[config.mk]
export PLATFORM = sky130hd
export DESIGN_NAME = mchx_encoder
export DESIGN_NICKNAME = d
export VERILOG_FILES = /design/src/rtl/mchx_pkg.sv /design/src/rtl/mchx_rst_sync.sv /design/src/rtl/mchx_phase.sv /design/src/rtl/mchx_tail.sv /design/src/rtl/mchx_encoder.sv
export SDC_FILE = /design/constraint.sdc
export NUM_CORES = 1
export LEC_CHECK = 0
export BUFFER_PORTS_ARGS = -buffer_cell sky130_fd_sc_hd__buf_2
export CAP_MARGIN = 20
export CELL_PAD_IN_SITES_DETAIL_PLACEMENT = 0
export CELL_PAD_IN_SITES_GLOBAL_PLACEMENT = 2
export CORE_AREA = 2 2 49 51
export CTS_CLUSTER_SIZE = 10
export DETAILED_ROUTE_END_ITERATION = 10
export DIE_AREA = 0 0 51 53
export GPL_TIMING_DRIVEN = 1
export PLACE_DENSITY_LB_ADDON = 0.1
export REMOVE_ABC_BUFFERS = 1
export SETUP_SLACK_MARGIN = 0.02
export SYNTH_ARGS = -nofsm -noshare
export SYNTH_HDL_FRONTEND = slang
export SYNTH_SLANG_ARGS = --single-unit
[constraint.sdc]
create_clock -name clk -period 0.8 [get_ports clk]
set_input_delay 0 -clock clk [delete_from_list [all_inputs] [get_ports clk]]
set_output_delay 0 -clock clk [all_outputs]
set_load 0.05 [all_outputs]
[src/rtl/mchx_pkg.sv]
package mchx_pkg;
  typedef enum logic [1:0] {
    LN_IDLE = 2'b00,
    LN_LOW  = 2'b01,
    LN_HIGH = 2'b10
  } line_code_e;
endpackage

[src/rtl/mchx_rst_sync.sv]
module mchx_rst_sync #(
  parameter int STAGES = 2
) (
  input  logic clk,
  input  logic arst_n,
  output logic srst_n
);
  logic [STAGES-1:0] sh_q;

  always_ff @(posedge clk or negedge arst_n) begin
    if (!arst_n) sh_q <= '0;
    else         sh_q <= {sh_q[STAGES-2:0], 1'b1};
  end

  assign srst_n = sh_q[STAGES-1];
endmodule

[src/rtl/mchx_phase.sv]
module mchx_phase (
  input  logic clk,
  input  logic rst_n,
  output logic txclk_o,
  output logic rise_o
);
  logic ph_q, ph_d;

  always_comb ph_d = ~ph_q;

  always_ff @(posedge clk or negedge rst_n) begin
    if (!rst_n) ph_q <= 1'b0;
    else        ph_q <= ph_d;
  end

  // the edge that takes ph_q from 0 to 1 is the transmit clock rising edge
  assign txclk_o = ph_q;
  assign rise_o  = ~ph_q;
endmodule

[src/rtl/mchx_tail.sv]
module mchx_tail #(
  parameter int HI_TICKS   = 4,
  parameter int IDLE_TICKS = 16
) (
  input  logic clk,
  input  logic rst_n,
  input  logic start_i,
  output logic hi_o,
  output logic open_o
);
  localparam int TOTAL = HI_TICKS + IDLE_TICKS;
  localparam int CW    = $clog2(TOTAL + 1);

  logic [CW-1:0] cnt_q, cnt_d;
  logic          cnt_en;

  always_comb begin
    cnt_en = start_i || (cnt_q != '0);
    if (start_i)            cnt_d = CW'(TOTAL);
    else if (cnt_q != '0)   cnt_d = cnt_q - CW'(1);
    else                    cnt_d = '0;
  end

  always_ff @(posedge clk or negedge rst_n) begin
    if (!rst_n)      cnt_q <= '0;
    else if (cnt_en) cnt_q <= cnt_d;
  end

  // high while the remaining count is above the idle window
  assign hi_o   = cnt_d > CW'(IDLE_TICKS);
  // a new frame may start on the edge where the count reaches zero
  assign open_o = cnt_q <= CW'(1);
endmodule

[src/rtl/mchx_encoder.sv]
module mchx_encoder #(
  parameter int HI_TICKS    = 4,
  parameter int IDLE_TICKS  = 16,
  parameter int SYNC_STAGES = 2
) (
  input  logic       clk,
  input  logic       rst_n,
  input  logic       half_step_i,
  input  logic       loop_en_i,
  input  logic       tx_en_i,
  input  logic       tx_data_i,
  output logic       tx_clk_o,
  output logic [1:0] line_o,
  output logic [1:0] tap_o
);
  import mchx_pkg::*;

  logic srst_n;
  logic rise;
  logic tail_go, tail_hi, tail_open;

  logic       act_q, act_d;
  logic       bit_q, bit_d, bit_en;
  line_code_e line_q, tap_q, code_d, tap_d;

  mchx_rst_sync #(.STAGES(SYNC_STAGES)) u_rst (
    .clk    (clk),
    .arst_n (rst_n),
    .srst_n (srst_n)
  );

  mchx_phase u_phase (
    .clk     (clk),
    .rst_n   (srst_n),
    .txclk_o (tx_clk_o),
    .rise_o  (rise)
  );

  mchx_tail #(.HI_TICKS(HI_TICKS), .IDLE_TICKS(IDLE_TICKS)) u_tail (
    .clk     (clk),
    .rst_n   (srst_n),
    .start_i (tail_go),
    .hi_o    (tail_hi),
    .open_o  (tail_open)
  );

  always_comb begin
    act_d   = act_q;
    bit_d   = bit_q;
    bit_en  = 1'b0;
    tail_go = 1'b0;
    code_d  = LN_IDLE;
    if (rise) begin
      if (tx_en_i && tail_open) begin
        act_d  = 1'b1;
        bit_d  = tx_data_i;
        bit_en = 1'b1;
        code_d = tx_data_i ? LN_LOW : LN_HIGH;
      end else begin
        act_d   = 1'b0;
        tail_go = act_q && half_step_i;
      end
    end else if (act_q) begin
      code_d = bit_q ? LN_HIGH : LN_LOW;
    end
    if (tail_hi) code_d = LN_HIGH;
    tap_d = loop_en_i ? code_d : LN_IDLE;
  end

  always_ff @(posedge clk or negedge srst_n) begin
    if (!srst_n) begin
      act_q  <= 1'b0;
      bit_q  <= 1'b0;
      line_q <= LN_IDLE;
      tap_q  <= LN_IDLE;
    end else begin
      act_q  <= act_d;
      if (bit_en) bit_q <= bit_d;
      line_q <= code_d;
      tap_q  <= tap_d;
    end
  end

  assign line_o = line_q;
  assign tap_o  = tap_q;
endmodule

==> results of run 1 <==
## synth_stat cells (2+ instances only)
library cell	number	area share
inv_1	6	0.032
nor2_1	5	0.027
dfrtp_1	14	0.50
ha_1	3	0.054
nor3_1	2	0.014
nand2b_1	2	0.018
o21ai_0	2	0.014
nand3_1	4	0.029
a21o_1	2	0.022
nand2_1	3	0.016
## final timing paths
check	end	slack [ps]	cells past startpoint
setup / recovery	tap_o[0]	-860	6
hold / removal	u_rst.sh_q[0]	20	2
setup reg to reg	tap_o[0]	-860	6
hold reg to reg	u_tail.cnt_q[3]	150	1
max in group asynchronous	line_o[0]	470	1
min in group clk	tap_o[1]	40	3
## cell families after synthesis
| logic type | after synthesis | share of synthesized area |
|---|---|---|
| multiplexers | 1 | 0.0144 |
| buffers and inverters | 6 | 0.0324 |
| flip-flops | 14 | 0.505 |
| XOR/XNOR | 1 | 0.0126 |
| other | 1 | 0.00540 |
| AO/OA/AOI/OAI | 11 | 0.178 |
| AND/OR/NAND/NOR | 24 | 0.198 |
| adder cells (fa/ha/maj) | 3 | 0.0541 |
## worst max-delay path, stage by stage (launching register included)
cell and delay (ps):
dfrtp_2 450, nor3_4 260, buf_6 150, a311oi_4 80, buf_6 140, a2111oi_4 340
and2_1 170
## timing repair
action / in CTS / in global routing
pin swaps: 5 / 7
endpoints found under the hold margin: 4 / 0
endpoints found under the setup margin: 16 / 16
setup buffers: 9 / 9
gates resized for setup: 24 / 18
hold buffers: 2 / 0
## where the power goes
part           switching [W]  internal [W]  total (W)
Combinational        0.00138       0.00180    0.00317
Sequential          0.000204      0.000946    0.00115
Clock               0.000244      0.000277   0.000521
## layout make-up
cell class,count,area (um2)
clock buffer,4,36.3
tap,28,35.0
sequential,14,352
timing repair buffer,51,432
inverter,6,22.5
fill,174,842
multi-input combinational,41,429
## state kept, by name (all words and copies together), names as in the netlist
register,cells
u_tail.cnt_q,5
act_q,1
u_phase.txclk_o,1
tap_o,2
u_rst.sh_q,2
line_o,2
bit_q,1
## stage by stage
stage | instances | hold WS, ps
floorplan | 61 | -296
global placement | 122 | -216
detailed placement | 122 | -214
CTS | 137 | 15.4
global route | 144 | 24.0
finish | 144 | 21.8
## routing by layer
layer / track usage / part of all wire / up-vias
li1: - / - / 324
met1: 0.152 / 0.39 / 303
met4: 0.0676 / 0.015 / 0
met3: 0.0424 / 0.030 / 2
met2: 0.253 / 0.56 / 15
met5: 0 / 0 / -
## layout by cell type, fill, tap and decap left out, types with 2 or more instances in the layout
master,instances
clkbuf_4,3
dfrtp_1,13
buf_2,5
inv_1,4
inv_2,2
buf_4,30
nand3_1,3
buf_6,13
dlygate4sd3_1,2
a311oi_4,2
nor2_1,4
ha_4,3
a21o_1,2
nand2_1,3
==> reports/summary.txt, run 1 <==
ANT cells: 0
first-pass GRT wire length: 2700 um
CTS tree: done
worst endpoint required time: 1020 ps
CTS Root Cell: clkbuf_4
Die Y: 53 um
unrepaired setup endpoints after global routing: true
setup tns final: -8440 ps
CTS sink cnt: 14
core area: 2150 um2
total power: 0.00484 W
initial antenna violation count: 0
Clock transition at path regs: 90 ps
Crit Path Max Fanout: 3
routed via count: 644
post-layout util: 0.608
design area: 1310 um2
final setup violating endpoints: 16
Post-synth EDFFs: 0
worst vdd ir: 2.03 mV
final hold vios: 0
hold crit path type: in -> async
# DRC: 0
CP Class: reg -> reg
gate count after technology mapping: 61
die footprint: 2700 um2
Slew Viols, Final: 0
DP HPWL: 1100 um
Max Cap Viol: 0
failing checks: setup timing
Worst R2R Start: u_tail.cnt_q[2]
DR pass1 iterations: 4
vias in the first global route: 630
CP Capture Type: flip-flop
Critical Path Source: u_tail.cnt_q[2]
sequential share of the synthesized area: 0.505
total wire length: 1840 um
Tmin final: 1660 ps
pwr dens: 3710 nW/um2
Max Root-Sink Buffers: 2
Num CTS Buffers: 3
Final WS setup: -862 ps
post-route ant nets: 0
WL/cell: 12.8 um
global-route usage over all layers: 0.141
share of cells above drive strength 1: 0.629
top_reg_cell synth: dfrtp_1
period utilization: 2.08
Mapped Area: 694 um2
initial DRC count: 6
largest net degree at the start of global routing: 13
Nets: 126
Rows: 17
Post-Place Setup Slack: -837 ps
Placement Cell Area: 952 um2
H-tree depth: 1
drt via density: 4.47
post-synthesis register bit count: 14
status: finished with violations
average size of a mapped cell: 11.4 um2
Die X: 51 um
Startpoint Class: flip-flop
critical path arrival: 1880 ps
RD Place Congestion: 0.765
clk_lat worst skew: 290 ps
Synth Warn #: 0
Final Skew: 12.0 ps
LEAKAGE: 0.619 nW
initial core utilization: 0.323
IO Pins: 11
grt total ovfl: 0
Yosys cell types: 28
FMAX: 602 MHz
PortBufs: 10
synthesis-to-layout area growth: 88.1%
async set-or-reset flop fraction in the synthesized netlist: 1.00
Note: power is estimated with default switching activity, not from simulation.
==> run 2: changes to the inputs <==
--- a/config.mk
+++ b/config.mk
@@ -9,10 +9,11 @@
 export CAP_MARGIN = 20
 export CELL_PAD_IN_SITES_DETAIL_PLACEMENT = 0
 export CELL_PAD_IN_SITES_GLOBAL_PLACEMENT = 2
-export CORE_AREA = 2 2 49 51
+export CORE_AREA = 2 2 47 49
+export CTS_BUF_LIST = sky130_fd_sc_hd__clkbuf_4
 export CTS_CLUSTER_SIZE = 10
 export DETAILED_ROUTE_END_ITERATION = 10
-export DIE_AREA = 0 0 51 53
+export DIE_AREA = 0 0 49 51
 export GPL_TIMING_DRIVEN = 1
 export PLACE_DENSITY_LB_ADDON = 0.1
 export REMOVE_ABC_BUFFERS = 1
==> run 2 against run 1 <==
  * The run still ends with setup timing left
  * Core utilization fell by 5.2 points
  * Largest power group unchanged
  * First-iteration DRC count fell by 17%
  * Cell area fell by 12%
  * Routed wire length fell by 14%
  * Largest cell class is now multi-input gates
  * Register-to-register slack improved by 50 ps
  * Maximum frequency rose by 3.2%
  * Die area fell by 7.5%
  * Global-route usage rose by 1.2 points
  * Clock skew fell by 8.9 ps
  * Clock-buffer cell count fell by 1
  * Clock power fell by 18%
  * Critical path depth fell by 1
==> reports/summary.txt, run 2 (synthesis results as in run 1) <==
grt total ovfl: 0 (unchanged)
initial antenna violation count: 0 (unchanged)
Startpoint Class: flip-flop
most common cell after layout, fill and taps aside: buf_4
PortBufs: 10 (unchanged)
vias in the first global route: 651 (+3.3%)
Tmin final: 1610 ps (-52.0 ps)
global-route usage over all layers: 0.153 (+0.0119)
synthesis-to-layout area growth: 65.2%
unrepaired setup endpoints after global routing: true
Rows: 17 (unchanged)
slowest cell on the critical path: dfrtp_2
IO Pins: 11 (unchanged)
LEAKAGE: 0.544 nW (-12%)
design area: 1150 um2 (-12%)
DP HPWL: 1160 um (+6.0%)
post-route ant nets: 0 (unchanged)
most frequent cells in the layout: buf_4 (24), dfrtp_1 (12), buf_6 (8)
WL/cell: 11.9 um (-6.8%)
ANT cells: 0 (unchanged)
CP Capture Type: flip-flop
FMAX: 621 MHz (+3.2%)
CTS Root Cell: clkbuf_4
period utilization: 2.01 (-0.0650)
Num CTS Buffers: 3 (unchanged)
# DRC: 0 (unchanged)
Clock transition at path regs: 90 ps (about the same)
Slew Viols, Final: 0 (unchanged)
WP buf/inv: 0 (-2)
first-pass GRT wire length: 2840 um (+5.4%)
status: finished with violations
DR pass1 iterations: 4 (unchanged)
final setup violating endpoints: 16 (unchanged)
layout filler cell count: 196 (+13%)
critical path arrival: 1790 ps (-90 ps)
Max Root-Sink Buffers: 2 (unchanged)
share of cells above drive strength 1: 0.571 (-0.0579)
largest net degree at the start of global routing: 13 (unchanged)
core area: 2060 um2 (-4.0%)
clk_lat worst skew: 280 ps (about the same)
pwr dens: 3520 nW/um2 (-5.0%)
Slowest Stage Delay on Critical Path: 460 ps (about the same)
hold crit path type: in -> async
drt via density: 4.37 (-2.3%)
H-tree depth: 1 (unchanged)
RD Place Congestion: 0.788 (+3.1%)
final hold vios: 0 (unchanged)
Crit Path Max Fanout: 4 (+1)
routed via count: 581 (-9.8%)
setup tns final: -8340 ps (+102 ps)
worst vdd ir: 1.92 mV (-5.3%)
total wire length: 1580 um (-14%)
Final Skew: 3.15 ps (-8.89 ps)
initial core utilization: 0.337 (+0.0133)
initial DRC count: 5 (-1)
Final WS setup: -810 ps (+52.0 ps)
die footprint: 2500 um2 (-7.5%)
Die Y: 51 um (-3.8%)
CP Class: reg -> reg
Die X: 49 um (-3.9%)
Nets: 115 (-8.7%)
CTS tree: done
Top delay family on crit path: compound AO/OA/AOI/OAI gates
CTS sink cnt: 14 (unchanged)
Max Cap Viol: 0 (unchanged)
worst-path cell chain: ha_4, o21bai_4, a311oi_4, a2111oi_4, and2_1
failing checks: setup timing
Placement Cell Area: 967 um2 (+1.6%)
worst endpoint required time: 980 ps (-40 ps)
Largest register FFs: 5 (unchanged)
Largest Register: u_tail.cnt_q
## run 2: cell types whose count changed in the layout (fill, tap and decap cells not counted), moves of 2 or more
cell    delta
buf_4      -6
buf_6      -5
nor2_1     -3
nor2_2     +3
ha_4       -2
## run 2: cell type report
cell class | count | area (um2) | area share
multi-input combinational | 41 | 380 | 0.332
sequential | 14 | 353 | 0.308
timing repair buffer | 40 | 330 | 0.288
tap | 28 | 35.0 | 0.0305
clock buffer | 3 | 22.5 | 0.0196
inverter | 6 | 22.5 | 0.0196
clock inverter | 1 | 3.75 | 0.00327
## run 2: worst reg2reg max path, delay by kind of cell, from the launching register on
family,cells,cell delay (ps)
and+or+nand+nor,1,170
DFF,1,460
adders and majority gates,1,170
AOI/OAI and AO/OA,3,700
## run 2: layer usage
metal,up-vias,global-route usage,routed length [um]
met2,6,0.297,859
met5,-,0,0
met1,274,0.161,678
met4,0,0.0714,12
met3,2,0.0263,33
li1,299,-,-
## run 2: report_power, final
| group | internal, W | switching, W | total (W) |
|---|---|---|---|
| sequential | 0.000951 | 0.000270 | 0.00122 |
| combinational | 0.00131 | 0.00108 | 0.00240 |
| clock | 0.000181 | 0.000244 | 0.000425 |
| total | 0.00244 | 0.00160 | 0.00404 |
## run 2: what timing repair did
action,4_1_cts,5_1_grt
resized for setup,27,8
pin swaps,3,4
endpoints found under the setup margin,16,16
gates cloned,0,0
buffers inserted,1,3
hold buffers,2,0
hold endpoints to repair,4,0
## run 2: final timing paths
path | startpoint | end | slack (ps) | cells past startpoint
max | u_tail.cnt_q[0] | tap_o[0] | -810 | 5
min | rst_n | u_rst.sh_q[1] | 20 | 2
max reg2reg | u_tail.cnt_q[0] | tap_o[0] | -810 | 5
min reg2reg | u_rst.sh_q[1] | u_tail.cnt_q[4] | 160 | 1
max in group asynchronous | u_rst.sh_q[1] | u_tail.cnt_q[3] | 460 | 1
min in group clk | tx_data_i | tap_o[1] | 40 | 3
## run 2: metrics by stage
step | total power (W) | instances | setup WS, ps | utilization | hold slack (ps)
after floorplan | 0.00223 | 61 | -856 | - | -296
final | 0.00404 | 133 | -810 | 0.556 | 19.8
after CTS | 0.00397 | 131 | -852 | 0.542 | 11.7
after detailed placement | 0.00315 | 124 | -852 | 0.469 | -213
after global placement | 0.00313 | 124 | -823 | 0.469 | -215
after global routing | 0.00435 | 133 | -904 | 0.556 | 5.40
